$ cat src/rtl/cfg_ld_pkg.sv
package cfg_ld_pkg;
  typedef enum logic [2:0] {
    ST_IDLE, ST_PROG, ST_REL, ST_FETCH, ST_BLO, ST_BHI, ST_TLO, ST_THI
  } ld_state_e;

  typedef enum logic [2:0] {
    LD_OK             = 3'd0,
    LD_INIT_START_TMO = 3'd1,
    LD_INIT_CLEAR_TMO = 3'd2,
    LD_CRC_ERR        = 3'd3,
    LD_DONE_TMO       = 3'd4,
    LD_UNSUPPORTED    = 3'd5
  } ld_status_e;
endpackage

$ cat src/rtl/cfg_ld_tick.sv
// Phase timer for the configuration clock: one tick every div+1 enabled cycles.
module cfg_ld_tick #(
  parameter int DIV_W = 8
) (
  input  logic             clk,
  input  logic             rst_n,
  input  logic             en,
  input  logic [DIV_W-1:0] div,
  output logic             tick
);
  logic [DIV_W-1:0] cnt_q, cnt_d;

  assign tick = en && (cnt_q == div);

  always_comb begin
    if (!en || tick) cnt_d = '0;
    else             cnt_d = cnt_q + 1'b1;
  end

  always_ff @(posedge clk or negedge rst_n) begin
    if (!rst_n) cnt_q <= '0;
    else        cnt_q <= cnt_d;
  end
endmodule

$ cat src/rtl/cfg_ld_timer.sv
// Wait bound: expires in the LIMIT-th enabled cycle after a clear.
module cfg_ld_timer #(
  parameter int LIMIT = 1000000
) (
  input  logic clk,
  input  logic rst_n,
  input  logic clr,
  input  logic en,
  output logic expired
);
  localparam int W = $clog2(LIMIT + 1);
  logic [W-1:0] cnt_q, cnt_d;

  assign expired = en && (cnt_q == W'(LIMIT - 1));

  always_comb begin
    if (clr)     cnt_d = '0;
    else if (en) cnt_d = cnt_q + 1'b1;
    else         cnt_d = cnt_q;
  end

  always_ff @(posedge clk or negedge rst_n) begin
    if (!rst_n) cnt_q <= '0;
    else        cnt_q <= cnt_d;
  end
endmodule

$ cat src/rtl/cfg_ld_shift.sv
// MSB-first byte serialiser with a remaining-bit counter.
module cfg_ld_shift #(
  parameter int BYTE_W = 8
) (
  input  logic              clk,
  input  logic              rst_n,
  input  logic              load,
  input  logic              shift,
  input  logic [BYTE_W-1:0] din,
  output logic              msb,
  output logic              last
);
  localparam int IW = $clog2(BYTE_W);
  logic [BYTE_W-1:0] sh_q, sh_d;
  logic [IW-1:0]     idx_q, idx_d;

  assign msb  = sh_q[BYTE_W-1];
  assign last = (idx_q == '0);

  always_comb begin
    sh_d  = sh_q;
    idx_d = idx_q;
    if (load) begin
      sh_d  = din;
      idx_d = IW'(BYTE_W - 1);
    end else if (shift) begin
      sh_d  = {sh_q[BYTE_W-2:0], 1'b1};
      idx_d = idx_q - 1'b1;
    end
  end

  always_ff @(posedge clk or negedge rst_n) begin
    if (!rst_n) begin
      sh_q  <= '1;
      idx_q <= '0;
    end else begin
      sh_q  <= sh_d;
      idx_q <= idx_d;
    end
  end
endmodule

$ cat src/rtl/cfg_serial_loader.sv
module cfg_serial_loader
  import cfg_ld_pkg::*;
#(
  parameter int DIV_W   = 8,
  parameter int CNT_W   = 16,
  parameter int BYTE_W  = 8,
  parameter int TMO_CYC = 1000000
) (
  input  logic              clk,
  input  logic              rst_n,
  input  logic              cmd_load,
  input  logic              cmd_readback,
  input  logic [CNT_W-1:0]  load_len,
  input  logic [DIV_W-1:0]  half_div,
  input  logic              s_valid,
  input  logic [BYTE_W-1:0] s_data,
  output logic              s_ready,
  output logic              cfg_prog_n,
  output logic              cfg_cclk,
  output logic              cfg_din,
  input  logic              cfg_init_n,
  input  logic              cfg_done,
  output logic              busy,
  output logic              done_o,
  output logic [2:0]        status
);
  ld_state_e  st_q, st_d;
  ld_status_e status_q, code;
  logic [CNT_W-1:0] rem_q, rem_d;
  logic done_q, fin;
  logic tick, tick_en, tmo, tmo_en, tmo_clr;
  logic sh_load, sh_shift, sh_msb, sh_last;
  logic crc_bad, in_trail, in_bit;

  assign in_bit   = (st_q == ST_BLO) || (st_q == ST_BHI);
  assign in_trail = (st_q == ST_TLO) || (st_q == ST_THI);
  assign tick_en  = in_bit || in_trail;
  assign tmo_en   = (st_q == ST_PROG) || (st_q == ST_REL) || in_trail;
  assign tmo_clr  = (st_d != st_q) && !in_trail;
  assign crc_bad  = !cfg_init_n && !cfg_done;

  cfg_ld_tick #(.DIV_W(DIV_W)) u_tick (
    .clk(clk), .rst_n(rst_n), .en(tick_en), .div(half_div), .tick(tick)
  );

  cfg_ld_timer #(.LIMIT(TMO_CYC)) u_timer (
    .clk(clk), .rst_n(rst_n), .clr(tmo_clr), .en(tmo_en), .expired(tmo)
  );

  cfg_ld_shift #(.BYTE_W(BYTE_W)) u_shift (
    .clk(clk), .rst_n(rst_n), .load(sh_load), .shift(sh_shift),
    .din(s_data), .msb(sh_msb), .last(sh_last)
  );

  // Next-state logic
  always_comb begin
    st_d     = st_q;
    rem_d    = rem_q;
    fin      = 1'b0;
    code     = LD_OK;
    sh_load  = 1'b0;
    sh_shift = 1'b0;
    unique case (st_q)
      ST_IDLE: begin
        if (cmd_load) begin
          st_d  = ST_PROG;
          rem_d = load_len;
        end else if (cmd_readback) begin
          fin  = 1'b1;
          code = LD_UNSUPPORTED;
        end
      end
      ST_PROG: begin
        if (!cfg_init_n) st_d = ST_REL;
        else if (tmo) begin fin = 1'b1; code = LD_INIT_START_TMO; end
      end
      ST_REL: begin
        if (cfg_init_n) st_d = (rem_q == '0) ? ST_TLO : ST_FETCH;
        else if (tmo) begin fin = 1'b1; code = LD_INIT_CLEAR_TMO; end
      end
      ST_FETCH: begin
        if (crc_bad) begin
          fin  = 1'b1;
          code = LD_CRC_ERR;
        end else if (s_valid) begin
          sh_load = 1'b1;
          rem_d   = rem_q - 1'b1;
          st_d    = ST_BLO;
        end
      end
      ST_BLO: if (tick) st_d = ST_BHI;
      ST_BHI: begin
        if (tick) begin
          if (sh_last) st_d = (rem_q == '0) ? ST_TLO : ST_FETCH;
          else begin
            sh_shift = 1'b1;
            st_d     = ST_BLO;
          end
        end
      end
      ST_TLO: begin
        if (cfg_done) fin = 1'b1;
        else if (tmo) begin fin = 1'b1; code = LD_DONE_TMO; end
        else if (tick) st_d = ST_THI;
      end
      ST_THI: begin
        if (tmo) begin fin = 1'b1; code = LD_DONE_TMO; end
        else if (tick) st_d = ST_TLO;
      end
      default: st_d = ST_IDLE;
    endcase
    if (fin) st_d = ST_IDLE;
  end

  // State registers
  always_ff @(posedge clk or negedge rst_n) begin
    if (!rst_n) begin
      st_q     <= ST_IDLE;
      rem_q    <= '0;
      done_q   <= 1'b0;
      status_q <= LD_OK;
    end else begin
      st_q   <= st_d;
      rem_q  <= rem_d;
      done_q <= fin;
      if (fin) status_q <= code;
    end
  end

  assign s_ready    = (st_q == ST_FETCH) && !crc_bad;
  assign cfg_prog_n = (st_q != ST_PROG);
  assign cfg_cclk   = (st_q == ST_BHI) || (st_q == ST_THI);
  assign cfg_din    = in_bit ? sh_msb : 1'b1;
  assign busy       = (st_q != ST_IDLE);
  assign done_o     = done_q;
  assign status     = status_q;
endmodule

$ cat config.mk
export PLATFORM = sky130hd
export DESIGN_NAME = cfg_serial_loader
export DESIGN_NICKNAME = d
export VERILOG_FILES = /design/src/rtl/cfg_ld_pkg.sv /design/src/rtl/cfg_ld_tick.sv /design/src/rtl/cfg_ld_timer.sv /design/src/rtl/cfg_ld_shift.sv /design/src/rtl/cfg_serial_loader.sv
export SDC_FILE = /design/constraint.sdc
export NUM_CORES = 1
export LEC_CHECK = 0
export ABC_AREA = 1
export BUFFER_PORTS_ARGS = -buffer_cell sky130_fd_sc_hd__buf_4
export CORE_ASPECT_RATIO = 1.4
export CORE_UTILIZATION = 45
export CTS_CLUSTER_DIAMETER = 80
export DETAILED_ROUTE_END_ITERATION = 6
export SYNTH_ARGS = -nofsm -noshare
export SYNTH_HDL_FRONTEND = slang
export SYNTH_SLANG_ARGS = --single-unit
$ cat constraint.sdc
create_clock -name clk -period 4.35 [get_ports clk]
set_input_delay 0 -clock clk [delete_from_list [all_inputs] [get_ports clk]]
set_output_delay 0 -clock clk [all_outputs]
set_load 0.01 [all_outputs]
* Yosys cells after proc, flatten, opt, wreduce, memory -nomap -nowiden *
Cells that the tools add are included.

cells by class
  add/sub/neg operators = 4
  $mul = 0
  divide/modulo/power cells = 0
  order comparisons = 0
  equal/unequal tests = 14
  shifts and indexed selects = 0
  multiplexer cells = 52
  bitwise logic cells = 0
  reduce and logical (&&, ||, !) cells = 25

operators with widths
  kind                                                                    count
  3-bit two-way mux                                                       21
  16-bit two-way mux                                                      3
  20-bit two-way mux                                                      2
  16-bit one-hot mux with 2 select lines                                  1
  8-bit two-way mux                                                       3
  3-bit one-hot mux with 8 select lines                                   1
  20-bit by 1-bit adder with 20-bit output (second input constant)        1
  20-bit equality test (second input constant)                            1
  3-bit one-hot mux with 6 select lines                                   1
  16-bit zero test                                                        1
  1-bit two-way mux                                                       16
  16-bit by 1-bit subtractor with 16-bit output (second input constant)   1
  3-bit equality test (second input constant)                             4
  8-bit by 1-bit adder with 8-bit output (second input constant)          1
  8-bit equality test                                                     1
  1-bit logical OR                                                        7
  3-bit by 2-bit equality test with 1-bit output (second input constant)  2
  3-bit zero test                                                         2
  2-bit two-way mux                                                       3
  2-bit != test (second input constant)                                   3
  1-bit one-hot mux with 6 select lines                                   1
  2-bit nonzero test                                                      3
  1-bit logical AND                                                       5
  1-bit zero test                                                         5
  6 further kinds                                                         6

storage, ports and cells
  flip-flop bits (word level) = 62
  latch bits = 0
  bits in writable memories = 0
  memory bits (read-only) = 0
  bits of input ports = 39
  output and inout bits = 9
  logic and storage cells = 103
  memories kept = 0

* Longest topological paths before layout *
Gate-level depths: netlist (run 1).

  depth in word-level cells = 12
  mapped depth = 17
  depth with buffers taken out = 16

* By module *
A second synthesis (run 1) with hierarchy kept.

unflattened totals
  cell total of the unflattened synthesis = 549
  area, all modules = 3988.8 um^2

by module, submodules not included
  module             instances  cells an instance  area each (um^2)  seq. area each (um^2)
  cfg_serial_loader  1          249                1721.7            575.6
  cfg_ld_timer       1          166                1214.9            500.5
  cfg_ld_shift       1          63                 538.0             285.3
  cfg_ld_tick        1          71                 514.2             200.2

* Worst setup path after synthesis (run 1) *
Ideal clock, no wire load.

  path kind = flip-flop to flip-flop
  start point = register u_timer.cnt_q[0]
  end point = register u_timer.cnt_q[0]
  library setup time = 0.076 ns
  arrival = 1.902 ns
  required time = 4.274 ns
  path slack = 2.373 ns
  cell stages (with the launch flop) = 16
  path buffers = 1
  period minus slack after synthesis = 1.977 ns
  cell sequence = dfrtp_1 ha_1 nand2_1 nand3b_1 nor2_8 nand3_2 nand2_2 inv_2 nand2_2 nor2_4 nand3_1 nand2_1 nor2_2 nand2_2 buf_6 a21oi_2

between the ends
  longest elaborated chain between the ends = 9
  elaborated cells on any way between the ends = 18
  classes of those cells = add/sub (1); eq/ne (2); mux (12); reduce/logical (3)

ends and longest elaborated chain
  element                                                                                                line                                                                        source
  from (decl)                                                                                            cfg_ld_timer.sv:12                                                          logic [W-1:0] cnt_q, cnt_d;
  from (signal assigned)                                                                                 cfg_ld_timer.sv:24                                                          else cnt_q <= cnt_d;
  20-bit equality test                                                                                   cfg_ld_timer.sv:14                                                          assign expired = en && (cnt_q == W'(LIMIT - 1));
  1-bit logical AND                                                                                      cfg_ld_timer.sv:14
  3-bit two-way mux / 1-bit two-way mux (equally long branches)                                          cfg_serial_loader.sv:103, cfg_serial_loader.sv:75, cfg_serial_loader.sv:79
  3-bit two-way mux, or another cell as far along                                                        cfg_serial_loader.sv:102                                                    if (cfg_done) fin = 1'b1;
  3-bit one-hot mux with 8 select lines / 1-bit one-hot mux with 6 select lines (equally long branches)  cfg_serial_loader.sv:63                                                     unique case (st_q)
  3-bit two-way mux                                                                                      cfg_serial_loader.sv:112                                                    if (fin) st_d = ST_IDLE;
  3-bit != test                                                                                          cfg_serial_loader.sv:39                                                     assign tmo_clr = (st_d != st_q) && !in_trail;
  1-bit logical AND                                                                                      cfg_serial_loader.sv:39
  20-bit two-way mux / 2-bit nonzero test (equally long branches)                                        n/a

Parallel ways exist; a longest one is shown, timed or not. The select of a mux whose other input is x is not followed.
A chain may end at the register's enable or synchronous reset.

* Final worst setup path (run 1) *
  start point = register st_q[2]
  end point = register u_timer.cnt_q[8]

between the ends
  elaborated cells on any way between the ends = 39
  classes of those cells = eq/ne (8); mux (20); reduce/logical (11)

RTL lines
  element                                                                       line                                                                        source
  from (decl)                                                                   cfg_serial_loader.sv:27                                                     ld_state_e st_q, st_d;
  from (signal assigned)                                                        cfg_serial_loader.sv:123                                                    st_q <= st_d;
  3-bit by 1-bit equality test with 1-bit output, or another cell as far along  cfg_serial_loader.sv:38, cfg_serial_loader.sv:63
  1-bit logical OR, on equally long branches                                    cfg_serial_loader.sv:38, cfg_serial_loader.sv:36
  1-bit logical OR                                                              cfg_serial_loader.sv:38                                                     assign tmo_en = (st_q == ST_PROG) || (st_q == ST_REL) || in_trail;
  1-bit logical AND                                                             cfg_ld_timer.sv:14
  1-bit two-way mux                                                             n/a
  1-bit two-way mux, on equally long branches                                   cfg_serial_loader.sv:102, cfg_serial_loader.sv:74, cfg_serial_loader.sv:78
  1-bit one-hot mux with 6 select lines *                                       cfg_serial_loader.sv:63
  named net fin                                                                 cfg_serial_loader.sv:30                                                     logic done_q, fin;
  3-bit two-way mux *                                                           cfg_serial_loader.sv:112
  3-bit != test *                                                               cfg_serial_loader.sv:39
  1-bit logical AND *                                                           cfg_serial_loader.sv:39
  20-bit two-way mux / 2-bit nonzero test (equally long branches)               n/a

The timed path passes the listed nets; every way through them passes the cells marked *.

==> results.md, run 1 <==
* Antenna cell count at 0
* Final ANT Viol Nets at 0
* Global-route wire length before repair at 16.2 mm
* Average footprint of a synthesized cell at 7.55 µm²
* Syn Nets at 579
* Total number of placement rows at 40
* Vias in the first global route at 3664
* Final standard cell count with taps included and fillers excluded at 713
* Number of placed I/O pins at 48
* Die footprint at 9360 µm²
* Top post-synthesis cells by count: sky130_fd_sc_hd__nand2_1 (105), sky130_fd_sc_hd__inv_1 (65), sky130_fd_sc_hd__nor2_1 (61), sky130_fd_sc_hd__dfrtp_1 (54), sky130_fd_sc_hd__o21ai_0 (35)
* Switching Power at 1160 µW
* # DRC at 0
* Antenna violations before repair at 0
* Fillcell total at 856
* Worst clock skew at 4.42 ps
* Crit end category: flip-flop
* Largest net degree at the start of global routing at 63
* Max-slew violation count at 0
* Root buffer cell: sky130_fd_sc_hd__clkbuf_16
* Count of distinct cell types in the synthesized netlist at 44
* Sinks on the clock net at 62
* Height of the chip at 114 µm
* H-tree depth at 3
* Worst reg2reg path startpoint: st_q[2]
* Area growth, synth to finish at 22.7%
* Post-Place Setup Slack at 1420 ps
* Worst path cell trace: nand2_2 > nand2_4 > nor2_8 > nor2_8 > nand2_4 > nand2_2 > a21oi_2 > nand2_1 > nor2_2 > nand2_1 > nand2_1 > nand2_1 > nand2_2 > a21oi_2
* Final period util at 0.677
* Placed instance count at 675
* Vias per inst at 5.12
* Result of the run: finished clean
* Share of final-layout standard cells stronger than drive strength 1 at 0.211
* Clock latency on the worst-skew pair at 330 ps
* Type of origin of the critical path: flip-flop
* Final weighted congestion in routability-driven placement at 0.846
* Max_slew headroom at 0.455
* Worst setup path class: flip-flop to flip-flop
* Highest achievable clock rate at 340 MHz
* Pwr/cell area at 557 nW/µm²
* Placeable Area at 8660 µm²
* Clock-pin slew of the registers on the worst-case setup and hold paths at 50 ps
* Wire per inst at 13.1 µm
* Buffers on Ports at 47
* Type of the most critical hold path: input pin to flip-flop
* Area fraction of the dominant cell type after synthesis at 0.335
* Final hold violation count at 0
* Placed wire-length estimate after detailed placement at 6.66 mm
* Number of flops mapped to enable cells by yosys at 0
* CTS tree: yes
* Register-to-register setup slack at 1410 ps
* TritonCTS Buffers at 9
* Min-delay src: load_len[15]
* Worst-path maximum fanout at 24
* Gate power share at 0.432
* Switching Share at 0.421
* Max-cap check violation count at 0
* Cell with the most instances on the worst path: sky130_fd_sc_hd__nand2_1
* Launch point of the worst path: st_q[2]
* Number of instances on the worst hold path at 5
* Violation count after the first detailed-routing iteration at 184
* Starting utilization of the core area at 0.466
* Number of nets at the end of the flow at 647
* Sequential cell area fraction in the yosys report at 0.387
* Post-CTS Setup Inserts at 0
* Chip width at 82.1 µm
* Post-cts gate resize count at 0
* Static power due to leakage at 0.00233 µW
* Total Negative Setup Slacks at 0 ps
* Measured slew at the worst slew-check pin at 818 ps
* Int Power at 1600 µW
* R2r worst-path depth at 14
* Max incr delay on CP at 600 ps
* Gate count of the mapped netlist at 535
* Tmin final at 2940 ps
* Total number of vias at 3649
* Least setup slack across all paths after layout at 1410 ps
* Post-cts hold buffer count at 22
* Global-route usage over all layers at 0.226
* Most frequently used cell type in the post-synthesis netlist: sky130_fd_sc_hd__nand2_1
* Setup repair after global routing missed its margin: false
* Sequential share of power at 0.329
* Synthesis Warnings at 0
* Wirelength, routed at 9.37 mm
* Cell type with the largest total area after synthesis: sky130_fd_sc_hd__dfrtp_1
* Synth Register Bits at 62
* Number of buffers on the longest clock path at 2
* Proportion of synthesized flip-flops having asynchronous set or reset at 1.00
* Critical Path RT at 4540 ps
* Worst Hold End: rem_q[15]
* Detailed-routing iteration count for the pre-antenna-repair pass at 4
* Total standard cell area after synthesis at 4040 µm²
* R2R Path End: u_timer.cnt_q[8]
* Share of total power in the clock network at 0.239
* Grt total ovfl at 0
* Maximum ir drop on the vdd rail at 0.000294 V
* Crit path arrival time at 3130 ps
* Flip-flop cell with the highest count after synthesis: sky130_fd_sc_hd__dfrtp_1
* Finish-stage setup viols at 0
* Leading cell types by total area after synthesis: sky130_fd_sc_hd__dfrtp_1 (33%), sky130_fd_sc_hd__nand2_1 (9.8%), sky130_fd_sc_hd__inv_1 (6.0%)
* Crit path max-delay cell type: sky130_fd_sc_hd__nand2_2
## layer usage
layer,global-route usage,vias up,share of wire
li1,-,1874,-
met1,0.259,1693,0.42
met2,0.392,62,0.53
met3,0.0398,20,0.027
met4,0.116,0,0.025
met5,0,-,0
## worst max-delay path, delay by kind of cell (launching register included)
kind / cells / cell delay [ps]
AOI/OAI and AO/OA: 2 / 270
DFF: 1 / 490
and+or+nand+nor: 12 / 2000
## how the worst max path moves through the flow
| stage | end | cells after the start | slack, ps |
|---|---|---|---|
| after floorplan | u_timer.cnt_q[0] | 15 | 2370 |
| after global placement | u_timer.cnt_q[13] | 14 | 1510 |
| after detailed placement | u_timer.cnt_q[0] | 14 | 1420 |
| after CTS | u_timer.cnt_q[0] | 14 | 1390 |
| after global routing | u_timer.cnt_q[15] | 14 | 1120 |
| final | u_timer.cnt_q[8] | 14 | 1410 |
## cell families (layout without fill, tap and decap cells)
| kind of cell | after synthesis | in the layout | share of synthesized area |
|---|---|---|---|
| multiplexers | 2 | 2 | 0.00496 |
| flip-flops | 62 | 62 | 0.387 |
| AO/OA/AOI/OAI | 96 | 96 | 0.149 |
| buffers and inverters | 86 | 159 | 0.0849 |
| AND/OR/NAND/NOR | 259 | 259 | 0.304 |
| XOR/XNOR | 25 | 25 | 0.0542 |
| adder cells (fa/ha/maj) | 5 | 5 | 0.0155 |
## power by group through the flow
stage	clock [µW]	sequential, µW	combinational [µW]
after CTS	678	907	1200
after detailed placement	0	915	1180
after global placement	0	910	1170
final	660	907	1190
after floorplan	0	880	941
after global routing	701	928	1360
## layout make-up
type | count | area [µm²] | area share
Multi-Input combinational cell | 387 | 2130 | 0.431
Sequential cell | 62 | 1560 | 0.315
Timing Repair Buffer | 70 | 581 | 0.117
Inverter | 73 | 274 | 0.0553
Clock buffer | 15 | 268 | 0.0541
Tap cell | 105 | 131 | 0.0265
Clock inverter | 1 | 5.00 | 0.00101
## flip-flops by register name, indices dropped and copies added (netlist names)
| signal | count |
|---|---|
| status | 3 |
| u_tick.cnt_q | 8 |
| rem_q | 16 |
| u_shift.idx_q | 3 |
| st_q | 3 |
| u_timer.cnt_q | 20 |
| u_shift.sh_q | 8 |
| done_o | 1 |
## metrics by stage
stage	cell area, µm²	total power [µW]	util	hold slack (ps)
final	4950	2760	0.572	18.2
after detailed placement	4460	2100	0.515	154
after floorplan	4040	1820	-	-296
after global routing	4950	2990	0.572	35.3
after CTS	4950	2790	0.572	8.49
after global placement	4460	2080	0.515	157
## cells in the final DEF, fill, tap and decap left out, drive strengths merged
master,Yosys,layout
a21oi,43,43
nor3b,4,4
nor4,2,2
a31oi,2,2
or2,1,1
xor2,17,17
dfstp,8,8
clkbuf,9,15
o311ai,1,1
mux2i,2,2
nand3,35,35
dfrtp,54,54
a211o,1,1
o21a,1,1
xnor2,8,8
ha,5,5
o32ai,1,1
and2,1,1
dlygate4sd3,0,22
buf,4,48
o22ai,4,4
clkinv,0,1
and3,1,1
inv,73,73
o211ai,3,3
o21ai,36,36
a2bb2oi,1,1
nand2,118,118
nand3b,2,2
nor2,73,73
a22oi,2,2
nor3,15,15
nand4,7,7
o31ai,1,1
No activity file was read; power rests on OpenSTA's default activity.
==> run 2, diff against run 1 <==
--- a/config.mk
+++ b/config.mk
@@ -11,6 +11,7 @@
 export CORE_UTILIZATION = 45
 export CTS_CLUSTER_DIAMETER = 80
 export DETAILED_ROUTE_END_ITERATION = 6
+export PLACE_DENSITY = 0.67
 export SYNTH_ARGS = -nofsm -noshare
 export SYNTH_HDL_FRONTEND = slang
 export SYNTH_SLANG_ARGS = --single-unit
==> constraint.sdc (replaced) <==
create_clock -name clk -period 2.65 [get_ports clk]
set_input_delay 0 -clock clk [delete_from_list [all_inputs] [get_ports clk]]
set_output_delay 0 -clock clk [all_outputs]
set_load 0.01 [all_outputs]
==> run 2 against run 1 <==
  * Cell area up 0.38%
  * Sequential cell count unchanged
  * Register-to-register slack worse by 1100 ps
  * Clock-buffer cell count down 1
  * Hold slack worse by 9.2 ps
  * Sequential share of layout area down 0.12 points
  * Largest power group unchanged
==> results.md, run 2 (synthesis gave the netlist of run 1 again) <==
* Pwr/cell area at 925 nW/µm² (+66%)
* Starting utilization of the core area at 0.466 (unchanged)
* Grt total ovfl at 0 (unchanged)
* Root buffer cell: sky130_fd_sc_hd__clkbuf_16
* Gate power share at 0.446 (+0.014)
* Share of total power in the clock network at 0.229 (-0.010)
* Vias per inst at 5.15 (+0.54%)
* Total number of vias at 3674 (+0.69%)
* Worst-path maximum fanout at 20 (-17%)
* Final instance area at 4970 µm² (+0.38%)
* # DRC at 0 (unchanged)
* CTS tree: yes
* Worst path cell trace: inv_1 > nand2_4 > nor2_4 > nand2_1 > inv_2 > a21oi_2 > nand2_1 > nand2_2 > nand2_1 > nand2_1 > nor2_2 > nand2_2 > buf_12 > a21oi_2
* Register-to-register setup slack at 260 ps (-1150 ps)
* Crit path arrival time at 2590 ps (-540 ps)
* Antenna violations before repair at 0 (unchanged)
* Height of the chip at 114 µm (unchanged)
* Post-cts gate resize count at 0 (unchanged)
* Crit end category: flip-flop
* Top Registers: u_timer.cnt_q (20), rem_q (16)
* TritonCTS Buffers at 9 (unchanged)
* Setup repair after global routing missed its margin: false
* Area after detailed placement at 4500 µm² (+0.95%)
* Placed instance count at 679 (+0.59%)
* Leading cell types in the layout, fill and taps excluded: sky130_fd_sc_hd__nand2_1 (105), sky130_fd_sc_hd__inv_1 (65), sky130_fd_sc_hd__nor2_1 (61)
* Crit path max-delay cell type: sky130_fd_sc_hd__dfrtp_1
* Cell with the most instances on the worst path: sky130_fd_sc_hd__nand2_1
* Chip width at 82.1 µm (unchanged)
* Leading cell type in the layout, fill and taps excluded: sky130_fd_sc_hd__nand2_1
* Detailed-routing iteration count for the pre-antenna-repair pass at 4 (unchanged)
* R2r worst-path depth at 14 (unchanged)
* R2R Path End: u_timer.cnt_q[14]
* Worst reg2reg path startpoint: st_q[2]
* Clock latency on the worst-skew pair at 320 ps (about the same)
* Measured slew at the worst slew-check pin at 796 ps (-22.2 ps)
* Worst setup path class: flip-flop to flip-flop
* Die footprint at 9360 µm² (unchanged)
* Tmin final at 2390 ps (-552 ps)
* Violation count after the first detailed-routing iteration at 193 (+4.9%)
* Number of placed I/O pins at 48 (unchanged)
* Least setup slack across all paths after layout at 258 ps (-1150 ps)
* Max-slew violation count at 0 (unchanged)
* H-tree depth at 3 (unchanged)
* Final weighted congestion in routability-driven placement at 0.882 (+4.2%)
* Result of the run: finished clean
* Final hold violation count at 0 (unchanged)
* Int Power at 2690 µW (+69%)
* Worst clock skew at 6.43 ps (+2.01 ps)
* Switching Power at 1910 µW (+64%)
* Min-delay src: load_len[5]
* Sinks on the clock net at 62 (unchanged)
* Antenna cell count at 0 (unchanged)
* Area growth, synth to finish at 23.1%
* Static power due to leakage at 0.00234 µW (+0.67%)
* Number of instances on the worst hold path at 3 (-2)
* Total Negative Setup Slacks at 0 ps (unchanged)
* Share of final-layout standard cells stronger than drive strength 1 at 0.217 (+0.00622)
* Number of nets at the end of the flow at 649 (+0.31%)
* Wirelength, routed at 9.29 mm (-0.83%)
* Vias in the first global route at 3690 (+0.71%)
* Buffers on Ports at 47 (unchanged)
* Max_slew headroom at 0.469 (+0.0148)
* Final standard cell count with taps included and fillers excluded at 714 (+0.14%)
* Final ANT Viol Nets at 0 (unchanged)
* Max incr delay on CP at 580 ps (-20 ps)
* Max-cap check violation count at 0 (unchanged)
* Maximum ir drop on the vdd rail at 0.000529 V (+80%)
* Kind of cell with the highest combined delay on the critical path: simple AND/OR/NAND/NOR gates
* Final period util at 0.903 (+0.226)
* Global-route usage over all layers at 0.222 (-0.00389)
* Number of buffers on the longest clock path at 2 (unchanged)
* Type of origin of the critical path: flip-flop
* Total number of placement rows at 40 (unchanged)
* Largest register by flop count: u_timer.cnt_q
* Global-route wire length before repair at 16.1 mm (-1.1%)
* Placed wire-length estimate after detailed placement at 6.76 mm (+1.6%)
* Switching Share at 0.415 (-0.00668)
* Type of the most critical hold path: input pin to flip-flop
* Largest register FFs at 20 (unchanged)
* Critical Path RT at 2840 ps (-1700 ps)
* Total power after layout at 4600 µW (+67%)
* Wire per inst at 13.0 µm (-0.97%)
* Highest achievable clock rate at 418 MHz (+23%)
* Finish-stage setup viols at 0 (unchanged)
* Sequential share of power at 0.325 (-0.004)
* Post-Place Setup Slack at 275 ps (-1150 ps)
* Placeable Area at 8660 µm² (unchanged)
* Worst Hold End: rem_q[5]
* Number of buffer and inverter instances along the worst setup path at 3 (+3)
* Fillcell total at 809 (-5.5%)
* Largest net degree at the start of global routing at 63 (unchanged)
* Clock-pin slew of the registers on the worst-case setup and hold paths at 50 ps (about the same)
[run 2: cell types whose count changed in the layout (fill, tap and decap cells not counted), sizes merged]
cell	delta
clkbuf	-1
buf	+4
dlygate4sd3	-2
[run 2: worst max-delay path by stage]
| stage | start | end | slack (ps) | cells after the start |
|---|---|---|---|---|
| finish | st_q[2] | u_timer.cnt_q[14] | 260 | 14 |
| global route | st_q[2] | u_timer.cnt_q[15] | 50 | 14 |
| CTS | st_q[2] | u_timer.cnt_q[0] | 250 | 14 |
| detailed placement | st_q[2] | u_timer.cnt_q[16] | 270 | 14 |
| global placement | st_q[2] | u_timer.cnt_q[14] | 300 | 14 |
| floorplan | u_timer.cnt_q[0] | u_timer.cnt_q[0] | 670 | 15 |
[run 2: layout make-up]
| cell class | instances | area (µm²) | area share |
|---|---|---|---|
| Multi-Input combinational cell | 387 | 2130 | 0.429 |
| Clock inverter | 1 | 5.00 | 0.00101 |
| Tap cell | 105 | 131 | 0.0264 |
| Inverter | 73 | 274 | 0.0551 |
| Timing Repair Buffer | 72 | 603 | 0.121 |
| Clock buffer | 14 | 264 | 0.0531 |
| Sequential cell | 62 | 1560 | 0.314 |
[run 2: repair_timing]
action | CTS | global route
setup buffers | 0 | 0
hold buffers | 20 | 0
hold endpoints to repair | 73 | 0
[run 2: tightest hold or removal path: stages]
cell and delay [ps]:
sky130_fd_sc_hd__buf_4 80, sky130_fd_sc_hd__a21oi_1 40, sky130_fd_sc_hd__o21ai_0 160
[run 2: per-stage QoR]
step	util	hold slack [ps]
finish	0.574	9.01
global route	0.574	50.0
CTS	0.574	2.19
detailed placement	0.520	148
global placement	0.520	145
floorplan	-	-296
[run 2: layer usage]
layer,part of all wire,global-route usage
met2,0.54,0.399
met1,0.40,0.248
met4,0.021,0.0924
met5,0,0
met3,0.034,0.0446
[run 2: power by group through the flow]
stage | combinational, µW | clock, µW | sequential [µW]
6_report | 2050 | 1050 | 1490
5_1_grt | 2310 | 1110 | 1540
4_1_cts | 2070 | 1090 | 1490
3_5_place_dp | 2030 | 0 | 1510
3_3_place_gp | 1990 | 0 | 1500
2_1_floorplan | 1540 | 0 | 1440
==> run 3, diff against run 2 <==
--- a/config.mk
+++ b/config.mk
@@ -5,7 +5,6 @@
 export SDC_FILE = /design/constraint.sdc
 export NUM_CORES = 1
 export LEC_CHECK = 0
-export ABC_AREA = 1
 export BUFFER_PORTS_ARGS = -buffer_cell sky130_fd_sc_hd__buf_4
 export CORE_ASPECT_RATIO = 1.4
 export CORE_UTILIZATION = 45
==> run 3 against run 2 <==
  * The run now ends with hold timing left
  * Hold slack worse by 11 ps
  * Power is 5.3% higher
  * Sequential power barely moved
  * Non-clock buffer count increased by 17
  * Cell area is 0.10% higher
  * Combinational power up 6%
  * Synthesized area shrank 4.1%
  * Highest routed layer unchanged
==> results.md, run 3 <==
* Result of the run: finished, violations left
* Violations in the final reports: hold timing
* Worst reg2reg path startpoint: st_q[1]
* Number of buffers on the longest clock path at 2 (unchanged)
* Number of nets at the end of the flow at 562 (-13%)
* Worst setup path class: flip-flop to flip-flop
* Fillcell total at 724 (-11%)
* Flip-flop cell with the highest count after synthesis: sky130_fd_sc_hd__dfrtp_1
* GR met3 Demand/Resource at 0.0459 (+0.00128)
* Share of total power in the clock network at 0.242 (+0.013)
* Crit end category: flip-flop
* Crit path arrival time at 2760 ps (+170 ps)
* R2R Path End: u_timer.cnt_q[2]
* Wirelength, routed at 9.60 mm (+3.3%)
* Largest register by flop count: u_timer.cnt_q
* Buffers on Ports at 47 (unchanged)
* Clock-pin slew of the registers on the worst-case setup and hold paths at 60 ps (about the same)
* Clock latency on the worst-skew pair at 340 ps (+20 ps)
* Sinks on the clock net at 62 (unchanged)
* Wire per inst at 15.4 µm (+18%)
* # DRC at 0 (unchanged)
* Total standard cell area after synthesis at 3870 µm² (-4.1%)
* Detailed-routing iteration count for the pre-antenna-repair pass at 4 (unchanged)
* Total number of placement rows at 39 (-2.5%)
* Leading cell type in the layout, fill and taps excluded: sky130_fd_sc_hd__buf_4
* Final ANT Viol Nets at 0 (unchanged)
* Share of final-layout standard cells stronger than drive strength 1 at 0.239 (+0.0223)
* Max-slew violation count at 0 (unchanged)
* Starting utilization of the core area at 0.470 (+0.00340)
* Largest register FFs at 20 (unchanged)
* CTS tree: yes
* Maximum ir drop on the vdd rail at 0.000496 V (-6.4%)
* H-tree depth at 3 (unchanged)
* Sequential share of power at 0.310 (-0.015)
* Finish-stage setup viols at 0 (unchanged)
* Cell type with the largest total area after synthesis: sky130_fd_sc_hd__dfrtp_1
* Critical Path RT at 2870 ps (+30 ps)
* Max_slew headroom at 0.457 (-0.0120)
* Final hold violation count at 1 (+1)
* Most frequently used cell type in the post-synthesis netlist: sky130_fd_sc_hd__dfrtp_1
* Highest achievable clock rate at 393 MHz (-5.9%)
* Top Registers: u_timer.cnt_q (20), rem_q (16)
* Vias in the first global route at 3528 (-4.4%)
* Number of instances on the worst hold path at 3 (unchanged)
* R2r worst-path depth at 9 (-5)
* Synthesis Warnings at 0 (unchanged)
* Gate count of the mapped netlist at 436 (-19%)
* Top post-synthesis cells by count: sky130_fd_sc_hd__dfrtp_1 (54), sky130_fd_sc_hd__nor2_1 (52), sky130_fd_sc_hd__nand2_1 (50), sky130_fd_sc_hd__o21ai_0 (32), sky130_fd_sc_hd__a21oi_1 (24)
* Global-route usage over all layers at 0.234 (+0.0118)
* Max-cap check violation count at 0 (unchanged)
* Int Power at 2960 µW (+9.9%)
* Min Hold Slack at -2.29 ps (-11.3 ps)
* Grt total ovfl at 0 (unchanged)
* Largest net degree at the start of global routing at 63 (unchanged)
* Global-route wire length before repair at 16.2 mm (+0.69%)
* Root buffer cell: sky130_fd_sc_hd__clkbuf_16
* Average footprint of a synthesized cell at 8.88 µm² (+18%)
* Sequential cell area fraction in the yosys report at 0.403 (+0.0164)
* TritonCTS Buffers at 9 (unchanged)
* Total Negative Setup Slacks at 0 ps (unchanged)
* Number of placed I/O pins at 48 (unchanged)
* Final weighted congestion in routability-driven placement at 0.885 (+0.36%)
* Type of the most critical hold path: input pin to flip-flop
* Met1 layer usage reported by global route at 0.277 (+0.0289)
* Total power after layout at 4840 µW (+5.3%)
* Final period util at 0.959 (+0.0563)
* Min-delay src: load_len[4]
* Static power due to leakage at 0.00214 µW (-8.5%)
* Violation count after the first detailed-routing iteration at 246 (+27%)
* Vias per inst at 5.51 (+7.1%)
* Measured slew at the worst slew-check pin at 814 ps (+18.0 ps)
* Worst-path maximum fanout at 11 (-45%)
* Die footprint at 8990 µm² (-4.0%)
* Setup repair after global routing missed its margin: false
* Register-to-register setup slack at 110 ps (-150 ps)
* Pwr/cell area at 972 nW/µm² (+5.1%)
* Gate power share at 0.449 (+0.003)
* Total number of vias at 3445 (-6.2%)
* Synth Register Bits at 62 (unchanged)
* Worst clock skew at 9.54 ps (+3.11 ps)
* Syn Nets at 480 (-17%)
* Type of origin of the critical path: flip-flop
* Area fraction of the dominant cell type after synthesis at 0.349 (+0.0142)
* Placeable Area at 8250 µm² (-4.8%)
* Antenna cell count at 0 (unchanged)
* Leading cell types in the layout, fill and taps excluded: sky130_fd_sc_hd__buf_4 (69), sky130_fd_sc_hd__nor2_1 (52), sky130_fd_sc_hd__dfrtp_1 (52)
* Worst Hold End: rem_q[4]
* Met2 Usage GRT at 0.403 (+0.00393)
* Switching Power at 1880 µW (-1.3%)
* Number of flops mapped to enable cells by yosys at 0 (unchanged)
* Height of the chip at 112 µm (-2.0%)
* Proportion of synthesized flip-flops having asynchronous set or reset at 1.00 (unchanged)
* Antenna violations before repair at 0 (unchanged)
* Chip width at 80.4 µm (-2.0%)
* Switching Share at 0.389 (-0.0259)
* Leading cell types by total area after synthesis: sky130_fd_sc_hd__dfrtp_1 (35%), sky130_fd_sc_hd__dfstp_2 (5.4%), sky130_fd_sc_hd__nor2_1 (5.0%)
* Placed wire-length estimate after detailed placement at 6.75 mm (-0.25%)
* Count of distinct cell types in the synthesized netlist at 68 (+55%)
* Area growth, synth to finish at 28.5%
* Most used routing layer in global routing: met2
* Tmin final at 2540 ps (+149 ps)
run 3: logic make-up (layout without fill, tap and decap cells):
group / count (synthesis) / after routing / synth area share
AO/OA/AOI/OAI: 94 / 94 / 0.164
XOR/XNOR: 35 / 35 / 0.0791
adder cells (fa/ha/maj): 5 / 5 / 0.0161
buffers and inverters: 37 / 124 / 0.0439
flip-flops: 62 / 62 / 0.403
multiplexers: 11 / 11 / 0.0326
AND/OR/NAND/NOR: 192 / 192 / 0.261
run 3: worst max-delay path by stage:
| stage | from | end | slack, ps | depth (start not counted) |
|---|---|---|---|---|
| floorplan | rem_q[11] | u_timer.cnt_q[2] | 270 | 8 |
| global placement | rem_q[0] | u_timer.cnt_q[2] | 80 | 10 |
| detailed placement | rem_q[0] | u_timer.cnt_q[17] | 20 | 10 |
| CTS | rem_q[0] | u_timer.cnt_q[2] | 40 | 10 |
| global route | u_timer.cnt_q[0] | u_timer.cnt_q[2] | 9 | 9 |
| finish | st_q[1] | u_timer.cnt_q[2] | 110 | 9 |
run 3: power groups by stage:
stage	Combinational [µW]	Sequential (µW)	Clock, µW
after detailed placement	1980	1510	0
after global routing	2390	1540	1240
after global placement	1930	1500	0
final	2170	1500	1170
after CTS	2100	1500	1190
after floorplan	1450	1410	0
run 3: per-layer routing:
metal	wire [µm]	share of wire
met1	3970	0.41
met2	4990	0.52
met5	0	0
met4	207	0.022
met3	428	0.045
run 3: per-stage QoR:
stage	setup WS, ps	instance area (µm²)	cells	hold WS [ps]	util
2_1_floorplan	267	3870	436	-296	-
3_3_place_gp	83.4	4430	589	137	0.537
3_5_place_dp	16.3	4430	589	146	0.537
4_1_cts	40.1	4930	625	1.90	0.598
5_1_grt	8.65	4980	625	21.5	0.604
6_report	109	4980	625	-2.29	0.604
run 3: final cells by class:
| type | count | area (µm²) | share of cell area |
|---|---|---|---|
| Multi-Input combinational cell | 337 | 2190 | 0.439 |
| Timing Repair Buffer | 89 | 728 | 0.146 |
| Inverter | 19 | 76.3 | 0.0153 |
| Clock buffer | 12 | 246 | 0.0495 |
| Clock inverter | 4 | 47.5 | 0.00955 |
| Tap cell | 102 | 128 | 0.0256 |
| Sequential cell | 62 | 1560 | 0.314 |
run 3: timing repair:
action,in CTS,in global routing
hold endpoints to repair,72,0
resized for setup,0,9
cloned,0,0
hold buffers,19,0
pin swaps,1,1
endpoints found under the setup margin,1,7
buffers inserted,1,0
run 3: critical path: stages (launching register included):
cell	delay [ps]
sky130_fd_sc_hd__dfrtp_2	490
sky130_fd_sc_hd__nor3b_2	340
sky130_fd_sc_hd__nand2_1	160
sky130_fd_sc_hd__a2111oi_4	490
sky130_fd_sc_hd__a211oi_4	70
sky130_fd_sc_hd__buf_4	180
sky130_fd_sc_hd__nand3b_1	90
sky130_fd_sc_hd__a211oi_1	90
sky130_fd_sc_hd__o31a_1	250
sky130_fd_sc_hd__a311o_1	260
